===== src/rtl/a429_tx_pkg.sv =====
package a429_tx_pkg;

  typedef enum logic [1:0] {
    TX_IDLE  = 2'd0,
    TX_MARK  = 2'd1,
    TX_SPACE = 2'd2,
    TX_GAP   = 2'd3
  } tx_state_e;

  // Parity bit for 31 payload bits: even sense copies the XOR, odd inverts it.
  function automatic logic parity_fill(input logic [30:0] payload, input logic even_sense);
    logic x;
    x = ^payload;
    return even_sense ? x : ~x;
  endfunction

  // Word as it goes on the line, with or without parity replacement of bit 32.
  function automatic logic [31:0] frame_word(input logic [31:0] raw,
                                             input logic par_en,
                                             input logic even_sense);
    logic [31:0] w;
    w = raw;
    if (par_en) w[31] = parity_fill(raw[30:0], even_sense);
    return w;
  endfunction

  // Picks the clock count of a phase from the rate select.
  function automatic int unsigned phase_len(input logic slow,
                                            input int unsigned fast_len,
                                            input int unsigned slow_len);
    return slow ? slow_len : fast_len;
  endfunction

endpackage


===== src/rtl/a429_half_loader.sv =====
module a429_half_loader #(
  parameter int HALF_W = 16
) (
  input  logic                clk,
  input  logic                rst,
  input  logic                wr_en,
  input  logic [HALF_W-1:0]   wr_data,
  output logic                push,
  output logic [2*HALF_W-1:0] push_word
);
  logic              upper_next;
  logic [HALF_W-1:0] low_hold;

  always_ff @(posedge clk) begin
    if (rst) begin
      upper_next <= 1'b0;
      low_hold   <= '0;
    end else if (wr_en) begin
      upper_next <= ~upper_next;
      if (!upper_next) low_hold <= wr_data;
    end
  end

  assign push      = wr_en && upper_next;
  assign push_word = {wr_data, low_hold};
endmodule


===== src/rtl/a429_tx_fifo.sv =====
module a429_tx_fifo #(
  parameter int WIDTH = 32,
  parameter int DEPTH = 32
) (
  input  logic                     clk,
  input  logic                     rst,
  input  logic                     push,
  input  logic [WIDTH-1:0]         push_word,
  input  logic                     pop,
  output logic [WIDTH-1:0]         head_word,
  output logic                     empty,
  output logic                     full,
  output logic [$clog2(DEPTH):0]   fill
);
  localparam int AW = (DEPTH > 1) ? $clog2(DEPTH) : 1;
  localparam int CW = $clog2(DEPTH) + 1;
  localparam logic [AW-1:0] LAST = AW'(DEPTH - 1);

  logic [WIDTH-1:0] mem [DEPTH];
  logic [AW-1:0]    wr_ptr, rd_ptr;
  logic [CW-1:0]    count;
  logic             do_push, do_pop;

  assign full    = (count == CW'(DEPTH));
  assign empty   = (count == '0);
  assign do_push = push && !full;
  assign do_pop  = pop && !empty;

  always_ff @(posedge clk) begin
    if (rst) begin
      wr_ptr <= '0;
      rd_ptr <= '0;
      count  <= '0;
    end else begin
      if (do_push) wr_ptr <= (wr_ptr == LAST) ? '0 : wr_ptr + 1'b1;
      if (do_pop)  rd_ptr <= (rd_ptr == LAST) ? '0 : rd_ptr + 1'b1;
      case ({do_push, do_pop})
        2'b10:   count <= count + 1'b1;
        2'b01:   count <= count - 1'b1;
        default: count <= count;
      endcase
    end
  end

  always_ff @(posedge clk) begin
    if (do_push) mem[wr_ptr] <= push_word;
  end

  assign head_word = mem[rd_ptr];
  assign fill      = count;
endmodule


===== src/rtl/a429_tx_serializer.sv =====
module a429_tx_serializer
  import a429_tx_pkg::*;
#(
  parameter int WORD_BITS = 32,
  parameter int HALF_FAST = 5,
  parameter int HALF_SLOW = 40,
  parameter int GAP_FAST  = 40,
  parameter int GAP_SLOW  = 320
) (
  input  logic                 clk,
  input  logic                 rst,
  input  logic                 cfg_slow,
  input  logic                 cfg_par_en,
  input  logic                 cfg_par_even,
  input  logic                 tx_enable,
  input  logic                 test_null,
  input  logic                 have_word,
  input  logic [WORD_BITS-1:0] head_word,
  output logic                 pop,
  output logic                 word_done,
  output logic                 busy,
  output logic                 line_a,
  output logic                 line_b
);
  localparam int MAXLEN = (GAP_SLOW > HALF_SLOW) ? GAP_SLOW : HALF_SLOW;
  localparam int CNT_W  = $clog2(MAXLEN + 1);
  localparam int IDX_W  = $clog2(WORD_BITS);
  localparam logic [IDX_W-1:0] LAST_BIT = IDX_W'(WORD_BITS - 1);

  tx_state_e            state;
  logic [CNT_W-1:0]     cnt;
  logic [IDX_W-1:0]     bit_idx;
  logic [WORD_BITS-1:0] shreg;
  logic [CNT_W-1:0]     half_last, gap_last;
  logic                 half_end, gap_end;

  assign half_last = CNT_W'(phase_len(cfg_slow, HALF_FAST, HALF_SLOW) - 1);
  assign gap_last  = CNT_W'(phase_len(cfg_slow, GAP_FAST, GAP_SLOW) - 1);
  assign half_end  = (cnt >= half_last);
  assign gap_end   = (cnt >= gap_last);

  assign pop = tx_enable && have_word &&
               ((state == TX_IDLE) || (state == TX_GAP && gap_end));
  assign word_done = (state == TX_MARK) && half_end && (bit_idx == LAST_BIT);
  assign busy = (state != TX_IDLE);

  always_ff @(posedge clk) begin
    if (rst) begin
      state   <= TX_IDLE;
      cnt     <= '0;
      bit_idx <= '0;
      shreg   <= '0;
    end else if (pop) begin
      state   <= TX_MARK;
      cnt     <= '0;
      bit_idx <= '0;
      shreg   <= WORD_BITS'(frame_word(32'(head_word), cfg_par_en, cfg_par_even));
    end else begin
      unique case (state)
        TX_IDLE: cnt <= '0;
        TX_MARK: begin
          if (half_end) begin
            cnt   <= '0;
            state <= word_done ? TX_GAP : TX_SPACE;
          end else begin
            cnt <= cnt + 1'b1;
          end
        end
        TX_SPACE: begin
          if (half_end) begin
            cnt     <= '0;
            state   <= TX_MARK;
            bit_idx <= bit_idx + 1'b1;
            shreg   <= shreg >> 1;
          end else begin
            cnt <= cnt + 1'b1;
          end
        end
        TX_GAP: begin
          if (gap_end) begin
            cnt   <= '0;
            state <= TX_IDLE;
          end else begin
            cnt <= cnt + 1'b1;
          end
        end
        default: state <= TX_IDLE;
      endcase
    end
  end

  logic drive_one, drive_zero;
  assign drive_one  = (state == TX_MARK) && shreg[0];
  assign drive_zero = (state == TX_MARK) && !shreg[0];
  assign line_a = drive_one  && !test_null;
  assign line_b = drive_zero && !test_null;
endmodule


===== src/rtl/a429_word_tx.sv =====
module a429_word_tx #(
  parameter int HALF_W    = 16,
  parameter int DEPTH     = 32,
  parameter int HALF_FAST = 5,
  parameter int HALF_SLOW = 40,
  parameter int GAP_FAST  = 40,
  parameter int GAP_SLOW  = 320
) (
  input  logic              clk,
  input  logic              rst,
  input  logic              cfg_slow,
  input  logic              cfg_par_en,
  input  logic              cfg_par_even,
  input  logic              wr_en,
  input  logic [HALF_W-1:0] wr_data,
  input  logic              tx_enable,
  input  logic              test_null,
  output logic              line_a,
  output logic              line_b,
  output logic              tx_ready,
  output logic              fifo_full
);
  localparam int WORD_BITS = 2 * HALF_W;

  logic                    push_evt, pop_evt, word_done, ser_busy, q_empty;
  logic [WORD_BITS-1:0]    push_word, head_word;
  logic [$clog2(DEPTH):0]  fill_level;

  a429_half_loader #(.HALF_W(HALF_W)) u_loader (
    .clk(clk), .rst(rst), .wr_en(wr_en), .wr_data(wr_data),
    .push(push_evt), .push_word(push_word)
  );

  a429_tx_fifo #(.WIDTH(WORD_BITS), .DEPTH(DEPTH)) u_fifo (
    .clk(clk), .rst(rst), .push(push_evt), .push_word(push_word),
    .pop(pop_evt), .head_word(head_word), .empty(q_empty),
    .full(fifo_full), .fill(fill_level)
  );

  a429_tx_serializer #(
    .WORD_BITS(WORD_BITS), .HALF_FAST(HALF_FAST), .HALF_SLOW(HALF_SLOW),
    .GAP_FAST(GAP_FAST), .GAP_SLOW(GAP_SLOW)
  ) u_ser (
    .clk(clk), .rst(rst), .cfg_slow(cfg_slow), .cfg_par_en(cfg_par_en),
    .cfg_par_even(cfg_par_even), .tx_enable(tx_enable), .test_null(test_null),
    .have_word(!q_empty), .head_word(head_word), .pop(pop_evt),
    .word_done(word_done), .busy(ser_busy), .line_a(line_a), .line_b(line_b)
  );

  assign tx_ready = q_empty && !ser_busy;
endmodule


===== config.mk =====
export PLATFORM = sky130hd
export DESIGN_NAME = a429_word_tx
export DESIGN_NICKNAME = d
export VERILOG_FILES = /design/src/rtl/a429_tx_pkg.sv /design/src/rtl/a429_half_loader.sv /design/src/rtl/a429_tx_fifo.sv /design/src/rtl/a429_tx_serializer.sv /design/src/rtl/a429_word_tx.sv
export SDC_FILE = /design/constraint.sdc
export NUM_CORES = 1
export LEC_CHECK = 0
export BUFFER_PORTS_ARGS = -buffer_cell sky130_fd_sc_hd__buf_2
export CORE_MARGIN = 3
export CORE_UTILIZATION = 30
export CTS_CLUSTER_SIZE = 30
export DETAILED_ROUTE_END_ITERATION = 8
export GPL_TIMING_DRIVEN = 0
export PLACE_DENSITY = 0.56
export SYNTH_ARGS = -nofsm -noshare
export SYNTH_HDL_FRONTEND = slang
export SYNTH_HIERARCHICAL = 1
export SYNTH_SLANG_ARGS = --single-unit

===== constraint.sdc =====
create_clock -name clk -period 3.8 [get_ports clk]
set_input_delay 0 -clock clk [delete_from_list [all_inputs] [get_ports clk]]
set_output_delay 0 -clock clk [all_outputs]
set_load 0.1 [all_outputs]

==> flow_summary.yaml, run 1 <==
outcome:
  run_status: "completed"
synth:
  synth_cells: 2484
  syn_area_per_cell_um2: 17.8
  ys_warn_count: 6
  synthesis.nets: 2531
  netlist_area_mm2: 0.0442
timing:
  tns_ns: 0
  finalClockSkew_ns: 0.0714
  min_period_over_period: 0.977
  fin_crit_ns: 3.71
  slew_headroom: 0.128
  worst_slack_ns: 0.0875
  max_freq_ghz: 0.269
  worst_slew_pin_slew_ns: 1.31
  drv_slew: 0
  finalSetupViolCount: 0
  hold_viol_final: 0
clock_network:
  root_buffer: "clkbuf_16"
  cts_tree: "yes"
  clock_latency_ns: 0.72
  numClockSinks: 1110
  cts_max_level: 3
  clk_pin_slew_ns: 0.06
  clockBufferDepth: 3
  cts_made_buffers: 114
routing:
  wl_per_cell_um: 22.9
  first_iter_violations: 2115
  drtPass1Iterations: 5
  viasPerCell: 4.92
  num_vias: 23400
  drc: 0
  drtAntennaViolNets: 0
  wirelength_um: 109000
setup_path:
  required_ns: 4.36
  critical_path.startpoint_type: "register"
  path_class: "register to register"
  crit_fanout: 10
  slowest_delay_ns: 0.58
  critPathMostFrequentCell: "xnor2_1"
  worstPathCellList: "buf_4, clkbuf_4, clkbuf_4, mux4_2, a22o_1, or4_4, xor2_1, xnor2_1, xnor2_1, xnor2_1, xnor2_1, o41ai_2"
  endpoint_kind: "register"
  critPathSlowestCell: "or4_4"
  arrival_ns: 4.27
run:
  cap_viol_max_count: 0
cells_and_area:
  layout.nets: 2775
  mostFrequentLayoutCell: "edfxtp_1"
  final_cell_mix: "edfxtp_1, mux2_2, mux4_2"
  multi_input_area_mm2: 0.0113
  syn2layout_area_growth_pct: 18.8
  regArea_mm2: 0.0325
  drive_above_1_share: 0.290
  fill_cells: 13700
  fin_util: 0.360
grt:
  grt_max_degree: 34
  grt_pass1_wl_um: 159000
  first_global_vias: 23700
  grt_usage: 0.140
  grt_overflow_total: 0
  grt_antenna_before_repair: 0
floorplan:
  io_pins: 28
  die_w_um: 390
  start_util: 0.303
  num_rows: 140
  core-area_mm2: 0.146
  dieArea_mm2: 0.152
  dieHeight_um: 390
power_and_ir_drop:
  ir_drop_uv: 387
  p_total_mw: 25.5
  powerDensity_mw_per_mm2: 486
  p_leak_nw: 16.2
min_path:
  hold_path_startpoint: "wr_data[11]"
  hold_class: "input port to register"
placed_design:
  port_buffers: 27
  dpl_worst_slack_ns: -1.37
  gp_congestion: 0.763
  place_hpwl_um: 72800
[final timing paths]
path,end,slack [ns],cells past startpoint
max,u_ser/shreg[31]$_SDFFE_PP0P_,0.09,12
max reg2reg,u_ser/shreg[31]$_SDFFE_PP0P_,0.09,12
min reg2reg,u_ser/bit_idx[4]$_SDFFE_PP0P_,0.46,2
min,u_loader/low_hold[11]$_SDFFE_PP0P_,0.24,4
[per-stage QoR]
| step | hold slack, ns | instance area, um^2 | std cells |
|---|---|---|---|
| 2_1_floorplan | 0.141 | 44200 | 2484 |
| 3_3_place_gp | 0.276 | 46800 | 4428 |
| 3_5_place_dp | 0.268 | 47700 | 4459 |
| 4_1_cts | 0.179 | 52400 | 4742 |
| 5_1_grt | 0.216 | 52500 | 4745 |
| 6_report | 0.241 | 52600 | 4747 |
[report_power, final]
part | switching [mW] | internal [mW] | total (mW)
logic | 0.562 | 0.381 | 0.943
clock network | 4.72 | 6.29 | 11.0
registers | 0.156 | 13.4 | 13.6
[layout make-up]
| class | instances | area share |
|---|---|---|
| inverters | 19 | 0.00152 |
| clock inverters | 84 | 0.0143 |
| repair buffers | 136 | 0.0285 |
| clock buffers | 132 | 0.0565 |
| diodes | 2 | 0.0000952 |
| well taps | 1917 | 0.0456 |
| flip-flops and latches | 1110 | 0.618 |
| multi-input cells | 1191 | 0.216 |
| plain buffers | 156 | 0.0196 |
[flip-flops by register name, indices dropped and copies added (netlist names), named ones only]
name / count
u_loader/low_hold: 16
u_ser/cnt: 9
u_ser/bit_idx: 5
u_loader/upper_next: 1
u_ser/shreg: 32
u_fifo/fill: 6
u_ser/state: 2
u_fifo/mem: 1024
u_fifo/rd_ptr: 5
u_fifo/wr_ptr: 5
[layer usage]
| layer | wire, um | track usage |
|---|---|---|
| met2 | 51600 | 0.228 |
| met1 | 49200 | 0.196 |
| met4 | 2290 | 0.0348 |
| met5 | 0 | 0 |
| met3 | 5580 | 0.0236 |
[timing repair]
item / in CTS / in global routing
buffers inserted: 28 / 5
endpoints found under the setup margin: 38 / 39
cloned: 0 / 0
resized for setup: 135 / 57
hold endpoints to repair: 532 / 0
hold buffers: 45 / 0
pin swaps: 8 / 7
[worst max-delay path: cells and delay by family, from the launching register on]
kind	cells	cell delay, ns
xor+xnor	5	0.90
buf+inv	3	0.83
compound gates	2	0.56
flops	1	0.32
mux	1	0.35
simple gates	1	0.58
Note: power is estimated with default switching activity, not from simulation.
==> inputs of run 2 (changes only) <==
--- a/config.mk
+++ b/config.mk
@@ -5,7 +5,7 @@
 export SDC_FILE = /design/constraint.sdc
 export NUM_CORES = 1
 export LEC_CHECK = 0
-export BUFFER_PORTS_ARGS = -buffer_cell sky130_fd_sc_hd__buf_2
+export BUFFER_PORTS_ARGS = -buffer_cell sky130_fd_sc_hd__buf_4
 export CORE_MARGIN = 3
 export CORE_UTILIZATION = 30
 export CTS_CLUSTER_SIZE = 30
==> run 2 against run 1 <==
  * Maximum frequency shrank 0.22%
  * Largest power group unchanged
  * Worst setup slack worse by 0.0083 ns
  * Via count grew 0.68%
  * Critical endpoint unchanged
  * Die area unchanged
  * Clock power is essentially flat
  * Critical path depth did not move
  * Sequential power about the same
  * Global-route usage decreased by 0.067 points
==> flow_summary.yaml, run 2 (synthesis gave the netlist of run 1 again) <==
clock_network:
  clock_latency_ns: 0.72
  root_buffer: "clkbuf_16"
  cts_tree: "yes"
  cts_max_level: 3
  clockBufferDepth: 3
  clk_pin_slew_ns: 0.06
  cts_made_buffers: 114
  numClockSinks: 1110
floorplan:
  core-area_mm2: 0.146
  die_w_um: 390
  dieHeight_um: 390
  dieArea_mm2: 0.152
  start_util: 0.303
  io_pins: 28
  num_rows: 140
placed_design:
  gp_congestion: 0.769
  port_buffers: 27
  dp.cells: 4460
  dpl_worst_slack_ns: -1.41
  place_hpwl_um: 72200
setup_path:
  arrival_ns: 4.28
  endpoint_kind: "register"
  path_class: "register to register"
  critPathSlowestCell: "or4_4"
  critPathMostFrequentCell: "xnor2_1"
  worstPathCellList: "buf_6, buf_6, buf_8, mux4_2, a22o_1, or4_4, xnor2_1, xnor2_1, xnor2_1, xnor2_2, xnor2_1, o41ai_2"
  crit_fanout: 10
  required_ns: 4.36
  critical_path.startpoint_type: "register"
  slowest_delay_ns: 0.58
timing:
  worst_slack_ns: 0.0793
  hold_viol_final: 0
  finalClockSkew_ns: 0.0738
  slew_headroom: 0.119
  fin_crit_ns: 3.72
  finalSetupViolCount: 0
  drv_slew: 0
  tns_ns: 0
  min_period_over_period: 0.979
  worst_slew_pin_slew_ns: 1.32
  max_freq_ghz: 0.269
cells_and_area:
  layout.nets: 2783
  drive_above_1_share: 0.298
  final_cell_mix: "edfxtp_1, mux2_2, mux4_2"
  largest_register_ffs: 1024
  largestRegisters: "u_fifo/mem: 1024 flops, u_ser/shreg: 32 flops, u_loader/low_hold: 16 flops"
  fill_cells: 13700
  final_cells: 4751
  regMostFlops: "u_fifo/mem"
  mostFrequentLayoutCell: "edfxtp_1"
  syn2layout_area_growth_pct: 19.4
power_and_ir_drop:
  p_leak_nw: 16.2
  powerDensity_mw_per_mm2: 485
  ir_drop_uv: 370
routing:
  drc: 0
  drtAntennaViolNets: 0
  wirelength_um: 108000
  wl_per_cell_um: 22.7
  first_iter_violations: 2267
  viasPerCell: 4.95
  drtPass1Iterations: 7
  num_vias: 23500
outcome:
  run_status: "completed"
grt:
  grt_antenna_before_repair: 2
  grt_max_degree: 34
  grt_overflow_total: 0
  grt_usage: 0.140
  first_global_vias: 23800
  grt_pass1_wl_um: 159000
run:
  cap_viol_max_count: 0
min_path:
  hold_class: "input port to register"
## run 2: cell count changes in the layout (fill, tap and decap cells not counted), sizes merged
| cell | previous run | this run |
|---|---|---|
| bufinv | 10 | 11 |
| inv | 19 | 21 |
| dlygate4sd3 | 45 | 46 |
| clkinvlp | 6 | 4 |
| buf | 155 | 170 |
| diode | 2 | 1 |
| clkinv | 68 | 52 |
| clkbuf | 223 | 228 |
| clkdlybuf4s15 | 1 | 0 |
## run 2: worst paths after layout
path,endpoint,depth (start not counted),slack [ns],startpoint
worst max register to register,u_ser/shreg[31]$_SDFFE_PP0P_,12,0.08,register
worst min register to register,u_ser/bit_idx[4]$_SDFFE_PP0P_,2,0.46,u_ser/bit_idx[4]$_SDFFE_PP0P_
worst max-delay path,u_ser/shreg[31]$_SDFFE_PP0P_,12,0.08,register
worst min-delay path,u_ser/shreg[31]$_SDFFE_PP0P_,4,0.27,cfg_par_en
## run 2: layout make-up
type                    instances  area (um^2)  share of cell area
flip-flops and latches       1110        32500               0.615
multi-input cells            1191        11400               0.217
clock buffers                 144         3020              0.0571
well taps                    1917         2400              0.0454
repair buffers                144         1660              0.0314
plain buffers                 156         1040              0.0198
clock inverters                69          703              0.0133
inverters                      19         82.6             0.00156
diodes                          1         2.50           0.0000474
## run 2: critical path: cells and delay by family (launching register included)
| family | cells | cell delay [ns] |
|---|---|---|
| xor+xnor | 5 | 0.92 |
| buf+inv | 3 | 0.58 |
| simple gates | 1 | 0.58 |
| compound gates | 2 | 0.56 |
| mux | 1 | 0.54 |
| flops | 1 | 0.32 |
## run 2: stage by stage
step                      cell area (um^2)  utilization  total power [mW]  hold slack, ns
after floorplan                      44200            -              14.3           0.141
after global placement               46800        0.321              14.7           0.272
after detailed placement             47800        0.327              14.7           0.277
after CTS                            52500        0.359              25.8           0.184
after global routing                 52800        0.362              26.5           0.255
final                                52800        0.362              25.6           0.274
## run 2: where the power goes
group,switching [mW],internal (mW)
logic,0.577,0.407
clock network,4.68,6.37
registers,0.153,13.4
total,5.41,20.2
## run 2: per-layer routing
metal,wire (um),global-route usage
met1,48600,0.197
met5,0,0
met2,50500,0.223
met3,6210,0.0244
met4,2670,0.0371
## run 2: repair_timing
action	in CTS	in global routing
cloned	0	1
hold buffers	46	0
resized for setup	129	113
buffers inserted	28	11
endpoints found under the hold margin	535	0
endpoints found under the setup margin	40	39
pin swaps	9	10
==> inputs of run 3 (changes only) <==
--- a/config.mk
+++ b/config.mk
@@ -5,13 +5,15 @@
 export SDC_FILE = /design/constraint.sdc
 export NUM_CORES = 1
 export LEC_CHECK = 0
+export ABC_CLOCK_PERIOD_IN_PS = 4300
 export BUFFER_PORTS_ARGS = -buffer_cell sky130_fd_sc_hd__buf_4
 export CORE_MARGIN = 3
 export CORE_UTILIZATION = 30
 export CTS_CLUSTER_SIZE = 30
 export DETAILED_ROUTE_END_ITERATION = 8
 export GPL_TIMING_DRIVEN = 0
-export PLACE_DENSITY = 0.56
+export PLACE_DENSITY = 0.55
+export REMOVE_ABC_BUFFERS = 1
 export SYNTH_ARGS = -nofsm -noshare
 export SYNTH_HDL_FRONTEND = slang
 export SYNTH_HIERARCHICAL = 1
==> constraint.sdc (replaced) <==
create_clock -name clk -period 4.3 [get_ports clk]
set_input_delay 0 -clock clk [delete_from_list [all_inputs] [get_ports clk]]
set_output_delay 0 -clock clk [all_outputs]
set_load 0.1 [all_outputs]
==> run 3 against run 2 <==
  * Core utilization is 0.17 points lower
  * Non-clock buffer count is 152 lower
  * Final cell count is 3.2% lower
  * Worst setup slack better by 0.057 ns
  * Total power is 12% lower
  * Sequential share of layout area is 0.27 points higher
  * Wire length is 7.7% higher
  * Sequential cell count stayed put
  * Sequential power is 12% lower
==> flow_summary.yaml, run 3 (synthesis gave the netlist of run 1 again) <==
outcome:
  run_status: "completed"
routing:
  viasPerCell: 5.08
  wirelength_um: 116000
  drtAntennaViolNets: 0
  drtPass1Iterations: 5
  wl_per_cell_um: 25.3
  num_vias: 23400
  drc: 0
  first_iter_violations: 2009
cells_and_area:
  regMostFlops: "u_fifo/mem"
  drive_above_1_share: 0.267
  fill_cells: 13500
  largestRegisters: "u_fifo/mem: 1024 flops, u_ser/shreg: 32 flops, u_loader/low_hold: 16 flops"
  layout.nets: 2630
  largest_register_ffs: 1024
  mostFrequentLayoutCell: "edfxtp_1"
  syn2layout_area_growth_pct: 18.9
  final_cell_mix: "edfxtp_1, mux2_2, mux4_2"
  multi_input_area_mm2: 0.0112
  final_cells: 4601
  regArea_mm2: 0.0325
clock_network:
  cts_made_buffers: 111
  cts_tree: "yes"
  root_buffer: "clkbuf_16"
  numClockSinks: 1110
  clock_latency_ns: 0.70
  clk_pin_slew_ns: 0.06
  cts_max_level: 3
  clockBufferDepth: 3
power_and_ir_drop:
  switching_share: 0.210
  powerDensity_mw_per_mm2: 431
  cellInternalPower_mw: 17.9
  p_sw_mw: 4.75
  p_total_mw: 22.6
  pwr-share-clk: 0.437
  power_frac_seq: 0.530
  ir_drop_uv: 341
  p_leak_nw: 16.1
  pwr-share-comb: 0.032
floorplan:
  io_pins: 28
  dieHeight_um: 390
  core-area_mm2: 0.146
  start_util: 0.303
  dieArea_mm2: 0.152
  num_rows: 140
  die_w_um: 390
placed_design:
  gp_congestion: 0.706
  dp.cells: 4351
  place_hpwl_um: 70700
  port_buffers: 27
grt:
  grt_usage: 0.151
  grt_antenna_before_repair: 2
  grt_max_degree: 89
  grt_pass1_wl_um: 167000
  first_global_vias: 23700
  grt_overflow_total: 0
setup_path:
  required_ns: 4.84
  arrival_ns: 4.71
  critical_path.startpoint_type: "register"
  path_class: "register to register"
  endpoint_kind: "register"
  crit_fanout: 41
timing:
  rsz0062_at_grt: "false"
  worst_slew_pin_slew_ns: 1.48
  max_freq_ghz: 0.240
  drv_slew: 0
  finalClockSkew_ns: 0.0434
  tns_ns: 0
  fin_crit_ns: 4.16
  min_period_over_period: 0.968
  hold_viol_final: 0
  slew_headroom: 0.0119
  finalSetupViolCount: 0
min_path:
  hold_class: "input port to register"
run:
  cap_viol_max_count: 0
-- run 3: per-stage QoR --
| stage | hold slack, ns | cell area, um^2 | utilization | setup WS [ns] |
|---|---|---|---|---|
| 6_report | 0.214 | 52600 | 0.360 | 0.137 |
| 5_1_grt | 0.219 | 52600 | 0.360 | 0.0699 |
| 4_1_cts | 0.161 | 52500 | 0.359 | 0.0190 |
| 3_5_place_dp | 0.349 | 48400 | 0.332 | -0.391 |
| 3_3_place_gp | 0.341 | 46000 | 0.315 | -15.25 |
| 2_1_floorplan | 0.0679 | 43400 | - | -7.79 |
-- run 3: repair_timing --
item / CTS / global route
gates resized for setup: 1 / 1
pin swaps: 0 / 0
gates cloned: 2 / 0
hold buffers: 21 / 0
endpoints found under the hold margin: 533 / 0
setup endpoints to repair: 4 / 2
setup buffers: 5 / 8
-- run 3: path summary, 6_finish.rpt --
path | endpoint | slack (ns) | cells after the start | startpoint
worst max-delay path | u_ser/shreg[31]$_SDFFE_PP0P_ | 0.14 | 13 | register
worst min-delay path | u_ser/state[0]$_SDFFE_PP0P_ | 0.21 | 6 | cfg_slow
worst max register to register | u_ser/shreg[31]$_SDFFE_PP0P_ | 0.14 | 13 | register
worst min register to register | u_ser/bit_idx[4]$_SDFFE_PP0P_ | 0.46 | 2 | u_ser/bit_idx[4]$_SDFFE_PP0P_
-- run 3: cell type report --
type,instances,area share
multi-input cells,1193,0.213
inverters,19,0.00136
well taps,1917,0.0456
clock buffers,147,0.0581
diodes,2,0.0000952
repair buffers,148,0.0505
clock inverters,65,0.0136
flip-flops and latches,1110,0.618
-- run 3: power groups by stage --
stage	combinational [mW]	sequential [mW]	clock, mW
final	0.734	12.0	9.90
after global routing	0.781	12.0	10.6
after CTS	0.736	12.0	10.1
after detailed placement	0.687	12.2	0
after global placement	0.661	12.2	0
after floorplan	0.415	12.2	0
-- run 3: worst max-delay path, cell delays in order, from the launching register on --
cell and delay [ns]:
dfxtp_4 0.37, buf_4 0.20, buf_4 0.25, nand2b_4 0.37, buf_16 0.33, o21ai_0 0.20, nor3_1 0.06, or4_1 0.67
xnor2_1 0.39, xnor2_1 0.18, xnor2_1 0.12, xnor2_1 0.39, xnor2_1 0.19, o41ai_1 0.28
-- run 3: metal layers --
layer / global-route usage / part of all wire / vias to the layer above
li1: - / - / 10200
met3: 0.0195 / 0.046 / 234
met1: 0.191 / 0.41 / 12300
met4: 0.0605 / 0.039 / 0
met5: 0 / 0 / -
met2: 0.261 / 0.50 / 658
